`config.mk`:
```
export PLATFORM = sky130hd
export DESIGN_NAME = wwdt_top
export DESIGN_NICKNAME = d
export VERILOG_FILES = /design/src/rtl/wwdt_pkg.sv /design/src/rtl/wwdt_cfg.sv /design/src/rtl/wwdt_key.sv /design/src/rtl/wwdt_core.sv /design/src/rtl/wwdt_top.sv
export SDC_FILE = /design/constraint.sdc
export NUM_CORES = 1
export LEC_CHECK = 0
export ABC_AREA = 1
export CAP_MARGIN = 20
export CELL_PAD_IN_SITES_DETAIL_PLACEMENT = 1
export CELL_PAD_IN_SITES_GLOBAL_PLACEMENT = 1
export CORE_UTILIZATION = 41
export CTS_CLUSTER_SIZE = 28
export DETAILED_ROUTE_END_ITERATION = 8
export GPL_TIMING_DRIVEN = 0
export PLACE_DENSITY = 0.87
export REMOVE_ABC_BUFFERS = 1
export SLEW_MARGIN = 20
export SYNTH_ARGS = -nofsm -noshare
export SYNTH_HDL_FRONTEND = slang
export SYNTH_SLANG_ARGS = --single-unit
```
`constraint.sdc`:
```
create_clock -name clk -period 4.6 [get_ports clk]
set_input_delay 0.92 -clock clk [delete_from_list [all_inputs] [get_ports clk]]
set_output_delay 0.92 -clock clk [all_outputs]
set_load 0.03 [all_outputs]
```
`src/rtl/wwdt_pkg.sv`:
```
package wwdt_pkg;
    localparam int DATA_W = 32;
    localparam int KEY_W  = 16;
    localparam int SHW    = 3;

    typedef enum logic [1:0] {
        ST_IDLE = 2'd0,
        ST_RUN  = 2'd1,
        ST_TRIP = 2'd2
    } wd_state_t;

    localparam logic [KEY_W-1:0]  KEY_OPEN  = 16'hE51A;
    localparam logic [KEY_W-1:0]  KEY_SEAL  = 16'hA35C;
    localparam logic [3:0]        RXN_RESET = 4'h5;
    localparam logic [3:0]        RXN_NMI   = 4'hA;
    localparam logic [DATA_W-1:0] WIN_FULL  = 32'h0000_0005;

    localparam logic [1:0] SEL_PRELOAD = 2'd0;
    localparam logic [1:0] SEL_WINDOW  = 2'd1;
    localparam logic [1:0] SEL_REACT   = 2'd2;

    // window code -> right-shift amount applied to the preload
    function automatic logic [SHW-1:0] win_shift(input logic [DATA_W-1:0] code);
        case (code)
            WIN_FULL:     return 3'd0;
            32'h0000_0050: return 3'd1;
            32'h0000_0500: return 3'd2;
            32'h0000_5000: return 3'd3;
            32'h0005_0000: return 3'd4;
            default:      return 3'd5;
        endcase
    endfunction
endpackage

```
`src/rtl/wwdt_cfg.sv`:
```
module wwdt_cfg
    import wwdt_pkg::*;
#(
    parameter int CNT_W = 32
) (
    input  logic                 clk,
    input  logic                 rst_n,
    input  logic                 lock,
    input  logic                 cfg_we,
    input  logic [1:0]           cfg_sel,
    input  logic [DATA_W-1:0]    cfg_wdata,
    output logic [CNT_W-1:0]     preload_o,
    output logic [SHW-1:0]       shift_o,
    output logic                 nmi_sel_o
);
    logic [3:0] react_q;

    always_ff @(posedge clk) begin
        if (!rst_n) begin
            preload_o <= '0;
            shift_o   <= '0;
            react_q   <= RXN_RESET;
        end else if (cfg_we && !lock) begin
            unique case (cfg_sel)
                SEL_PRELOAD: preload_o <= cfg_wdata[CNT_W-1:0];
                SEL_WINDOW:  shift_o   <= win_shift(cfg_wdata);
                SEL_REACT:   react_q   <= cfg_wdata[3:0];
                default:     ;
            endcase
        end
    end

    assign nmi_sel_o = (react_q == RXN_NMI);

    p_cfg_lock_r8: assert property (@(posedge clk) disable iff (!rst_n)
        lock |=> ($stable(preload_o) && $stable(shift_o) && $stable(react_q)));
endmodule

```
`src/rtl/wwdt_key.sv`:
```
module wwdt_key
    import wwdt_pkg::*;
(
    input  logic             clk,
    input  logic             rst_n,
    input  logic             enable,
    input  logic             key_we,
    input  logic [KEY_W-1:0] key_data,
    output logic             svc_o
);
    logic armed_q;

    always_ff @(posedge clk) begin
        if (!rst_n || !enable)
            armed_q <= 1'b0;
        else if (key_we)
            armed_q <= !armed_q && (key_data == KEY_OPEN);
    end

    assign svc_o = enable && key_we && armed_q && (key_data == KEY_SEAL);
endmodule

```
`src/rtl/wwdt_core.sv`:
```
module wwdt_core
    import wwdt_pkg::*;
#(
    parameter int CNT_W = 32
) (
    input  logic             clk,
    input  logic             rst_n,
    input  logic             start,
    input  logic             svc,
    input  logic [CNT_W-1:0] preload,
    input  logic [SHW-1:0]   shift,
    input  logic             nmi_sel,
    output logic [CNT_W-1:0] count_o,
    output logic             running_o,
    output logic             tripped_o,
    output logic             rst_req_o,
    output logic             nmi_req_o,
    output logic             early_o,
    output logic             expire_o
);
    wd_state_t        state_q, state_d;
    logic [CNT_W-1:0] cnt_d;
    logic [CNT_W-1:0] thresh;
    logic             win_open, early_d, exp_d;

    assign thresh   = preload >> shift;
    assign win_open = (count_o <= thresh);

    always_comb begin
        state_d = state_q;
        cnt_d   = count_o;
        early_d = 1'b0;
        exp_d   = 1'b0;
        unique case (state_q)
            ST_IDLE: begin
                if (start && (preload != '0)) begin
                    state_d = ST_RUN;
                    cnt_d   = preload;
                end
            end
            ST_RUN: begin
                if (svc) begin
                    if (win_open) begin
                        cnt_d = preload;
                    end else begin
                        state_d = ST_TRIP;
                        early_d = 1'b1;
                    end
                end else if (count_o == '0) begin
                    state_d = ST_TRIP;
                    exp_d   = 1'b1;
                end else begin
                    cnt_d = count_o - 1'b1;
                end
            end
            ST_TRIP: ;
            default: state_d = ST_IDLE;
        endcase
    end

    // state register
    always_ff @(posedge clk) begin
        if (!rst_n) begin
            state_q <= ST_IDLE;
            count_o <= '0;
        end else begin
            state_q <= state_d;
            count_o <= cnt_d;
        end
    end

    // output register
    always_ff @(posedge clk) begin
        if (!rst_n) begin
            rst_req_o <= 1'b0;
            nmi_req_o <= 1'b0;
            early_o   <= 1'b0;
            expire_o  <= 1'b0;
        end else begin
            rst_req_o <= rst_req_o | ((early_d | exp_d) & !nmi_sel);
            nmi_req_o <= nmi_req_o | ((early_d | exp_d) &  nmi_sel);
            early_o   <= early_o | early_d;
            expire_o  <= expire_o | exp_d;
        end
    end

    assign running_o = (state_q != ST_IDLE);
    assign tripped_o = (state_q == ST_TRIP);

    p_one_reaction_r7: assert property (@(posedge clk) disable iff (!rst_n)
        !(rst_req_o && nmi_req_o));
    p_trip_sticky_r9: assert property (@(posedge clk) disable iff (!rst_n)
        tripped_o |=> (tripped_o && $stable(rst_req_o) && $stable(nmi_req_o)));
    p_zero_start_r2: assert property (@(posedge clk) disable iff (!rst_n)
        (state_q == ST_IDLE && preload == '0) |=> (state_q == ST_IDLE));
    p_decrement_r3: assert property (@(posedge clk) disable iff (!rst_n)
        (state_q == ST_RUN && !svc && count_o != '0) |=> (count_o == $past(count_o) - 1'b1));
    p_reload_r4: assert property (@(posedge clk) disable iff (!rst_n)
        (state_q == ST_RUN && svc && win_open) |=> (count_o == $past(preload) && !tripped_o));
    p_early_r6: assert property (@(posedge clk) disable iff (!rst_n)
        (state_q == ST_RUN && svc && !win_open) |=> (tripped_o && early_o));
endmodule

```
`src/rtl/wwdt_top.sv`:
```
module wwdt_top
    import wwdt_pkg::*;
#(
    parameter int CNT_W = 32
) (
    input  logic              clk,
    input  logic              rst_n,
    input  logic              cfg_we,
    input  logic [1:0]        cfg_sel,
    input  logic [31:0]       cfg_wdata,
    input  logic              key_we,
    input  logic [15:0]       key_data,
    input  logic              start,
    output logic              running,
    output logic [CNT_W-1:0]  count,
    output logic              rst_req,
    output logic              nmi_req,
    output logic              early_flag,
    output logic              expire_flag
);
    logic [CNT_W-1:0] preload;
    logic [SHW-1:0]   shift;
    logic             nmi_sel, svc, tripped;

    wwdt_cfg #(.CNT_W(CNT_W)) i_cfg (
        .clk(clk), .rst_n(rst_n), .lock(running),
        .cfg_we(cfg_we), .cfg_sel(cfg_sel), .cfg_wdata(cfg_wdata),
        .preload_o(preload), .shift_o(shift), .nmi_sel_o(nmi_sel)
    );

    wwdt_key i_key (
        .clk(clk), .rst_n(rst_n), .enable(running && !tripped),
        .key_we(key_we), .key_data(key_data), .svc_o(svc)
    );

    wwdt_core #(.CNT_W(CNT_W)) i_core (
        .clk(clk), .rst_n(rst_n), .start(start), .svc(svc),
        .preload(preload), .shift(shift), .nmi_sel(nmi_sel),
        .count_o(count), .running_o(running), .tripped_o(tripped),
        .rst_req_o(rst_req), .nmi_req_o(nmi_req),
        .early_o(early_flag), .expire_o(expire_flag)
    );
endmodule

```
==> metrics.yaml, run 1 <==
cells_and_area:
  fin_nets: 1203
  final_common_cell: "nand2_1"
  num-fill-cells: 2029
  area_growth_pct: 20.76
  layout_common_cells: "nand2_1 (262), o21ai_0 (148), nor2_1 (128)"
  num_antenna_cells: 0
  drive_gt1_share_pct: 4.732
route:
  detail-route-antenna-nets: 0
  drcViolationCount: 2
  firstDrtPassIters: 7
  wl_mm: 21.00
  num_vias: 7050
  routed_via_density: 5.406
  first_iter_violations: 400
  wl_per_cell_um: 16.11
grt:
  grt_usage_pct: 27.40
  grt_max_degree: 51
  grt_pass1_vias: 6750
  antenna_found_initial: 0
  grt.overflow.total: 0
  grt_pass1_wl_mm: 34.05
sta:
  finalCritPeriodShare_pct: 88.03
  setup_viol: 0
  tightest_slew_ps: 980.8
  fmax_mhz: 246.9
  post-route-min-period_ps: 4050
  slew_headroom_pct: 34.46
  skew_ps: 10.15
  grt_setup_unrepaired: "false"
  tns_ps: 0
  maxSlewViolCount: 0
  timing.hold.ws_ps: 466.0
  setup_ws_ps: 550.4
  hold_viol: 0
logic_synthesis:
  yosys.cell_types.count: 38
  ys_seq_elements: 78
  ys_seq_area_share_pct: 24.94
  ys.flop_type: "dfxtp_1"
  synth_top_area_share_pct: 24.94
  ys_warn_count: 0
  synth_compound_area_share_pct: 19.24
  synth_edf_count: 0
  synthArstFlopShare_pct: 0
  synth.top_cells.by_area: "dfxtp_1 (25%), nand2_1 (16%), o21ai_0 (12%)"
  muxShareOfSynthArea_pct: 0.6395
  yosys.area.top_type: "dfxtp_1"
  synth_top_family_by_area: "simple AND/OR/NAND/NOR gates"
  synth_area_per_cell_um2: 5.952
  synth_simple_gate_area_share_pct: 35.71
  synth.cell_area_um2: 6261
  synth_cells: 1052
  synth_fa_ha_area_share_pct: 6.595
  synth_xor_area_share_pct: 2.098
worst_setup_path:
  path_class: "flip-flop to flip-flop"
  crit_arrival_ps: 4300
  endpoint_kind: "flip-flop"
  start_kind: "flip-flop"
  crit_fanout: 50
  crit_required_ps: 4850
power:
  leakage_nw: 3.374
  powerDensity_nw_per_um2: 351.7
  irDropWorstVdd_mv: 0.1880
cts:
  clock_latency_ps: 360
  cts-htree-levels: 3
  clock_sinks: 78
  cts_hold_buf: 0
  cts_tree: "yes"
  cts_setup_buffers: 0
  root_buffer: "clkbuf_16"
  cts_buffers: 9
  clk_pin_slew_ps: 60
  clockBufferDepth: 2
run_status:
  status: "finished, violations left"
  violations: "DRC"
floorplan:
  dieArea_um2: 15770
  coreArea_um2: 14700
  die_x_um: 125.6
  start_util_pct: 42.59
  io_pins: 92
  die_h_um: 125.6
  rows: 44
job:
  maxCapViolCount: 0
place:
  gp_congestion: 0.8638
  dp_slack_ps: 35.77
  hpwl_mm: 16.42
  portBuffers: 91
worst_hold_path:
  holdCritPathClass: "flip-flop to flip-flop"
-- final timing paths --
path | to | start | cells past startpoint | slack, ps
max | i_core.count_o[3]$_SDFFE_PN0P_ | i_cfg.shift_o[2]$_SDFFE_PN0P_ | 16 | 550
max reg2reg | i_core.count_o[3]$_SDFFE_PN0P_ | i_cfg.shift_o[2]$_SDFFE_PN0P_ | 16 | 550
min reg2reg | i_cfg.react_q[0]$_SDFFE_PN1P_ | i_cfg.react_q[0]$_SDFFE_PN1P_ | 2 | 470
min | i_cfg.react_q[0]$_SDFFE_PN1P_ | i_cfg.react_q[0]$_SDFFE_PN1P_ | 2 | 470
-- cells in the mapped netlist (all sizes together) (2+ instances only) --
cell and number:
nand3b 4, inv 125, and3 2, nand3 47
o21ai 151, clkinv 2, a31oi 2, mux2i 4
ha 33, xor2 6, a21oi 77, o21a 2
nor2 142, nand4 31, nor3 8, nand2 267
xnor2 9, buf 14, nor4 9, dfxtp 78
or2 3, clkbuf 30, o211ai 2
-- registers in the layout, summed over array words and instances, names as in the netlist --
register and count:
i_core.nmi_req_o 1, i_core.count_o 32, i_cfg.preload_o 32, i_cfg.react_q 4, i_core.state_q 2, i_core.rst_req_o 1, i_core.expire_o 1, i_core.early_o 1
i_key.armed_q 1, i_cfg.shift_o 3
-- routing by layer --
layer	vias to the layer above	wire, µm	track usage [%]
li1	3554	-	-
met1	3322	10220	37.47
met2	148	9487	44.28
met3	26	886	3.808
met4	0	403	8.824
met5	-	0	0
-- report_power, final --
part           total (mW)  switching, mW  internal, mW  leakage (nW)
Clock               0.681          0.311         0.369         0.133
Sequential          0.840          0.105         0.735         0.638
Combinational        1.14          0.715         0.423          2.60
-- cell type report --
class	count	area, µm²	area share (%)
clock inverter	6	47.55	0.6288
clock buffer	10	229.0	3.028
multi-input combinational	803	4025	53.24
tap	184	230.2	3.045
timing repair buffer	96	987.2	13.06
sequential	78	1563	20.67
inverter	127	479.2	6.338
-- cell families after synthesis --
family | count (synthesis)
AND/OR/NAND/NOR | 514
XOR/XNOR | 15
flip-flops | 78
AO/OA/AOI/OAI | 237
multiplexers | 4
buffers and inverters | 171
adder cells (fa/ha/maj) | 33
-- critical path, stage by stage (launching register included) --
cell and delay [ps]:
dfxtp_1 890, inv_1 650, nand2_1 220, o21ai_0 140, ha_1 330, nand2_1 60, nor2_1 100, nand2_1 100
nor3b_2 210, nand2_1 80, nand2_1 80, inv_2 40, nand2_2 80, nand2_4 170, nand2_4 470, nand2_1 120
a21oi_1 180
-- what timing repair did --
| item | CTS | global route |
|---|---|---|
| pin swaps | 0 | 0 |
| endpoints found under the setup margin | 1 | 29 |
| cloned | 0 | 0 |
| resized for setup | 1 | 1 |
-- stage by stage --
| stage | utilization, % | instance area, µm² | power, mW | cells |
|---|---|---|---|---|
| finish | 51.44 | 7561 | 2.659 | 1304 |
| detailed placement | 49.54 | 7282 | 1.982 | 1288 |
| global placement | 49.01 | 7204 | 1.932 | 1283 |
| global route | 51.44 | 7561 | 2.847 | 1304 |
| floorplan | - | 6063 | 1.598 | 1008 |
| CTS | 51.43 | 7560 | 2.676 | 1304 |
Power figures use the tool's default switching activity.
==> run 2, diff against run 1 <==
Settings changed: CORE_UTILIZATION 41 to 42, CTS_BUF_LIST set to sky130_fd_sc_hd__clkbuf_2 sky130_fd_sc_hd__clkbuf_4 sky130_fd_sc_hd__clkbuf_8, PLACE_DENSITY 0.87 to 0.89.
==> run 2 against run 1 <==
Against the previous run: the run now ends clean; clock power down 25%; critical path depth up 1; cell count about the same; die area down 2.3%; count of clock-buffer cells in the layout unchanged; design area down 1.1%; non-clock buffer count unchanged; clock skew up 3.3 ps; sequential share of layout area up 0.24 points.
==> metrics.yaml, run 2 (synthesis gave the netlist of run 1 again) <==
worst_setup_path:
  rr_worst_depth: 17
  path_class: "flip-flop to flip-flop"
  r2r-start: "i_cfg.shift_o[2]$_SDFFE_PN0P_"
  r2r-end: "i_core.count_o[30]$_SDFFE_PN0P_"
  reg2reg_slack_ps: 620
  crit_fanout: 50
  start_kind: "flip-flop"
  crit_required_ps: 4880
  crit_arrival_ps: 4260
  endpoint_kind: "flip-flop"
route:
  drcViolationCount: 0
  wl_per_cell_um: 15.67
  first_iter_violations: 409
  wl_mm: 20.45
  routed_via_density: 5.382
  detail-route-antenna-nets: 0
  num_vias: 7023
  firstDrtPassIters: 7
cells_and_area:
  final_common_cell: "nand2_1"
  ff_latch_area_um2: 1564
  layout_common_cells: "nand2_1 (262), o21ai_0 (148), nor2_1 (128)"
  fin_nets: 1204
  drive_gt1_share_pct: 4.996
  num-fill-cells: 2031
  reg_top3: "i_cfg.preload_o: 32 flops, i_core.count_o: 32 flops, i_cfg.react_q: 4 flops"
  post-route-util_pct: 51.46
  num_antenna_cells: 0
  multi_input_area_um2: 4025
  area_growth_pct: 19.46
sta:
  maxSlewViolCount: 0
  fmax_mhz: 251.3
  skew_ps: 13.41
  setup_viol: 0
  grt_setup_unrepaired: "false"
  setup_ws_ps: 620.8
  slew_headroom_pct: 31.21
  finalCritPeriodShare_pct: 86.50
  tightest_slew_ps: 1029
  post-route-min-period_ps: 3979
  timing.hold.ws_ps: 464.1
  hold_viol: 0
power:
  p_int_mw: 1.370
  p_clk_share_pct: 20.6
  pwr-share-seq_pct: 33.7
  p_sw_mw: 1.119
  p_sw_share_pct: 44.95
  p_comb_share_pct: 45.7
  irDropWorstVdd_mv: 0.1205
  powerDensity_nw_per_um2: 332.8
  leakage_nw: 3.332
cts:
  post_cts_resized: 0
  clockBufferDepth: 2
  cts-htree-levels: 3
  cts_setup_buffers: 0
  cts_buffers: 9
  cts_hold_buf: 0
  clock_latency_ps: 390
  cts_tree: "yes"
  clk_pin_slew_ps: 90
  root_buffer: "clkbuf_8"
  clock_sinks: 78
floorplan:
  die_h_um: 124.1
  io_pins: 92
  coreArea_um2: 14530
  rows: 44
  start_util_pct: 43.08
  dieArea_um2: 15400
  die_x_um: 124.1
worst_hold_path:
  worst_hold_path.num_cells: 2
  min_from: "i_core.expire_o$_SDFF_PN0_"
  holdPathEnd: "i_core.expire_o$_SDFF_PN0_"
  holdCritPathClass: "flip-flop to flip-flop"
job:
  maxCapViolCount: 0
place:
  gp_congestion: 0.8645
  hpwl_mm: 16.06
  portBuffers: 91
  dp_slack_ps: 39.54
grt:
  grt_max_degree: 51
  grt_pass1_wl_mm: 33.41
  grt_pass1_vias: 6654
  grt_usage_pct: 27.97
  grt.overflow.total: 0
  antenna_found_initial: 0
run_status:
  status: "finished, final reports clean"
-- run 2: area by class of cell --
cell class | instances | area share, %
clock buffer | 10 | 1.840
clock inverter | 6 | 0.6357
inverter | 127 | 6.424
multi-input combinational | 803 | 53.81
sequential | 78 | 20.91
tap | 184 | 3.078
timing repair buffer | 96 | 13.20
timing repair inverter | 1 | 0.1004
-- run 2: worst max-delay path by stage --
stage	endpoint	startpoint	cells after the start
floorplan	i_core.count_o[31]$_SDFFE_PN0P_	i_cfg.shift_o[0]$_SDFFE_PN0P_	20
global placement	i_key.armed_q$_SDFFE_PP0P_	rst_n	3
detailed placement	i_core.count_o[30]$_SDFFE_PN0P_	i_cfg.shift_o[1]$_SDFFE_PN0P_	17
CTS	i_core.count_o[16]$_SDFFE_PN0P_	i_cfg.shift_o[1]$_SDFFE_PN0P_	16
global route	i_core.count_o[30]$_SDFFE_PN0P_	i_cfg.shift_o[2]$_SDFFE_PN0P_	16
finish	i_core.count_o[30]$_SDFFE_PN0P_	i_cfg.shift_o[2]$_SDFFE_PN0P_	17
-- run 2: metal layers --
metal | share of wire, % | vias to the layer above | global-route usage (%) | routed length, µm
li1 | - | 3563 | - | -
met1 | 50 | 3329 | 39.93 | 10120
met2 | 46 | 116 | 44.65 | 9399
met3 | 3.2 | 15 | 2.564 | 647
met4 | 1.4 | 0 | 7.366 | 277
met5 | 0 | - | 0 | 0
-- run 2: through the flow --
| stage | setup TNS, ps | instance area (µm²) | std cells | power [mW] |
|---|---|---|---|---|
| 6_report | 0 | 7480 | 1305 | 2.489 |
| 5_1_grt | 0 | 7480 | 1305 | 2.679 |
| 4_1_cts | 0 | 7467 | 1304 | 2.490 |
| 3_5_place_dp | 0 | 7282 | 1288 | 1.981 |
| 3_3_place_gp | -107.7 | 7204 | 1283 | 1.925 |
| 2_1_floorplan | 0 | 6063 | 1008 | 1.598 |
-- run 2: worst max-delay path, cell delays in order (launching register included) --
cell     delay, ps
dfxtp_1        870
inv_1          640
nand2_1        190
o21ai_0        140
ha_1           340
nand2_1         70
nor2_1         150
nand4_1        110
nor2_1         160
nand2_1         80
nand2_1         70
inv_2           40
nand2_2         70
nand2_4        180
nand2_4        480
nand2_1        110
nand2_1         90
nor2_1          50
-- run 2: power by group through the flow --
stage               Combinational (mW)  Sequential [mW]  Clock, mW
global placement                  1.07            0.851          0
finish                            1.14            0.839      0.513
floorplan                        0.701            0.897          0
global route                      1.28            0.851      0.548
detailed placement                1.13            0.852          0
CTS                               1.14            0.836      0.516
==> run 3, diff against run 2 <==
Settings changed: ABC_AREA 1 to unset, CORE_UTILIZATION 42 to 44, PLACE_DENSITY 0.89 to 0.88.
==> run 3 against run 2 <==
Against the previous run: sequential share of layout area up 1.4 points; flip-flop and latch count is the same; utilization grew 3.9 points; count of clock-buffer cells in the layout down 1; register-to-register slack got worse by 340 ps; via count is 13% lower; critical path type unchanged; sequential power up 22%; cell count decreased by 26%.
==> metrics.yaml, run 3 <==
logic_synthesis:
  yosys.cell_types.count: 57
  ys_warn_count: 0
  ys_seq_area_share_pct: 27.09
  ys_seq_elements: 78
  synth_area_per_cell_um2: 7.821
  synth.cell_area_um2: 5764
  synth_top_area_share_pct: 27.09
  synth.top_cells.by_area: "dfxtp_1 (27%), mux4_2 (8.6%), nand2_1 (8.5%)"
  synth_edf_count: 0
  synthTopCellsByCount: "nand2_1 (130), a21oi_1 (93), dfxtp_1 (78)"
  synth.most_common_cell: "nand2_1"
  synthArstFlopShare_pct: 0
  yosys.area.top_type: "dfxtp_1"
  synth_cells: 737
  ys.flop_type: "dfxtp_1"
sta:
  setup_ws_ps: 279.2
  skew_ps: 11.52
  post-route-min-period_ps: 4321
  slew_headroom_pct: 34.37
  finalCritPeriodShare_pct: 93.93
  fmax_mhz: 231.4
  tightest_slew_ps: 984.4
  setup_viol: 0
  maxSlewViolCount: 0
  grt_setup_unrepaired: "false"
  hold_viol: 0
worst_setup_path:
  crit_required_ps: 4830
  reg2reg_slack_ps: 280
  endpoint_kind: "flip-flop"
  crit_arrival_ps: 4550
  start_kind: "flip-flop"
  worstPathCellList: "buf_16, mux4_2, mux2i_1, ha_1, nand4_1, nor4_1, a211oi_1, a311o_1, o311a_2, buf_12, a211oi_1, a211oi_2"
  r2r-end: "i_core.count_o[0]$_SDFFE_PN0P_"
  crit_fanout: 43
  cpMaxStageDelayCell: "dfxtp_2"
  max_stage_delay_ps: 700
  r2r-start: "i_cfg.shift_o[0]$_SDFFE_PN0P_"
  cp_common_cell: "a211oi_1"
  rr_worst_depth: 12
  path_class: "flip-flop to flip-flop"
route:
  first_iter_violations: 479
  wl_mm: 19.67
  met2_length_mm: 9.485
  num_vias: 6140
  firstDrtPassIters: 4
  topRoutingLayerUsed: "met4"
  drcViolationCount: 0
  wl_per_cell_um: 20.24
  routed_via_density: 6.317
  detail-route-antenna-nets: 0
  routed-wl-met3_mm: 1.182
  wl_met1_mm: 8.563
job:
  maxCapViolCount: 0
cts:
  cts_buffers: 9
  clk_pin_slew_ps: 90
  clock_sinks: 78
  cts_tree: "yes"
  cts-htree-levels: 3
  clockBufferDepth: 2
  cts_setup_buffers: 0
  clock_latency_ps: 380
  root_buffer: "clkbuf_8"
place:
  gp_congestion: 0.8808
  place_area_um2: 6834
  hpwl_mm: 14.51
  dp_slack_ps: 280.1
  portBuffers: 91
cells_and_area:
  drive_gt1_share_pct: 8.000
  num_antenna_cells: 0
  area_growth_pct: 21.64
  fin_nets: 883
  final_common_cell: "nand2_1"
  layout_common_cells: "nand2_1 (130), a21oi_1 (93), clkdlybuf4s50_1 (90)"
  reg_top3: "i_cfg.preload_o: 32 flops, i_core.count_o: 32 flops, i_cfg.react_q: 4 flops"
  final_area_um2: 7012
worst_hold_path:
  min_from: "i_core.early_o$_SDFF_PN0_"
  holdCritPathClass: "flip-flop to flip-flop"
  worst_hold_path.num_cells: 2
  holdPathEnd: "i_core.early_o$_SDFF_PN0_"
grt:
  grt_max_degree: 63
  grt_pass1_wl_mm: 31.63
  grt.overflow.total: 0
  antenna_found_initial: 0
  grt_pass1_vias: 6274
  grt_usage_pct: 30.29
floorplan:
  dieArea_um2: 13560
  die_x_um: 116.5
  io_pins: 92
  rows: 41
  coreArea_um2: 12670
  start_util_pct: 45.49
  die_h_um: 116.5
power:
  irDropWorstVdd_mv: 0.3690
  leakage_nw: 2.394
  p_total_mw: 4.639
  powerDensity_nw_per_um2: 661.7
run_status:
  status: "finished, final reports clean"
-- run 3: worst max path at each step --
stage                     depth (start not counted)                               to                          start  slack (ps)
final                                            12   i_core.count_o[0]$_SDFFE_PN0P_  i_cfg.shift_o[0]$_SDFFE_PN0P_         280
after floorplan                                   6  i_core.count_o[27]$_SDFFE_PN0P_                    key_data[1]        -290
after global placement                            7   i_core.state_q[1]$_SDFFE_PN0P_                    key_data[9]       -1980
after global routing                             12   i_core.count_o[0]$_SDFFE_PN0P_  i_cfg.shift_o[0]$_SDFFE_PN0P_         100
after detailed placement                         13   i_core.count_o[0]$_SDFFE_PN0P_  i_cfg.shift_o[1]$_SDFFE_PN0P_         280
after CTS                                        13   i_core.count_o[0]$_SDFFE_PN0P_  i_cfg.shift_o[1]$_SDFFE_PN0P_         250
-- run 3: kinds of logic (layout without fill, tap and decap cells) --
kind of cell,count (synthesis),after routing,share of synthesized area (%)
DFF,78,78,27.09
AOI/OAI and AO/OA,188,188,19.58
buffers and inverters,62,125,4.558
and+or+nand+nor,319,319,26.89
muxes,57,57,14.72
adders and majority gates,33,33,7.163
-- run 3: worst max-delay path: cells and delay by family, from the launching register on --
kind                     cells  cell delay (ps)
adder cells (fa/ha/maj)      1              180
AND/OR/NAND/NOR              2              800
flip-flops                   1              700
buffers and inverters        2              480
multiplexers                 2              730
AO/OA/AOI/OAI                5             1240
-- run 3: power breakdown --
group / switching (mW) / internal, mW / total (mW)
Sequential: 0.224 / 0.798 / 1.02
Clock: 0.297 / 0.198 / 0.495
Combinational: 1.94 / 1.18 / 3.12
-- run 3: metal layers --
layer	vias to the layer above	global-route usage (%)
li1	2854	-
met1	3006	39.00
met2	246	51.20
met3	34	3.996
met4	0	12.31
met5	-	0
-- run 3: what timing repair did --
action / 4_1_cts / 5_1_grt
gates resized for setup: 0 / 1
setup endpoints to repair: 0 / 3
endpoints found under the hold margin: 0 / 0
hold buffers: 0 / 0
-- run 3: cell type report --
class,count,area (µm²)
Clock buffer,9,123.9
Clock inverter,7,50.05
Fill cell,1567,5659
Inverter,11,42.54
Multi-Input combinational cell,597,3958
Sequential cell,78,1568
Tap cell,172,215.2
Timing Repair Buffer,98,1055
-- run 3: per-stage QoR --
step           hold WS (ps)  utilization [%]  std cells  setup TNS, ps
6_report              451.1            55.34        972              0
5_1_grt               474.1            55.34        972              0
4_1_cts               453.3            55.31        972              0
3_5_place_dp          439.8            53.94        956              0
3_3_place_gp          438.1            52.63        949         -61750
2_1_floorplan         431.2                -        686          -3458
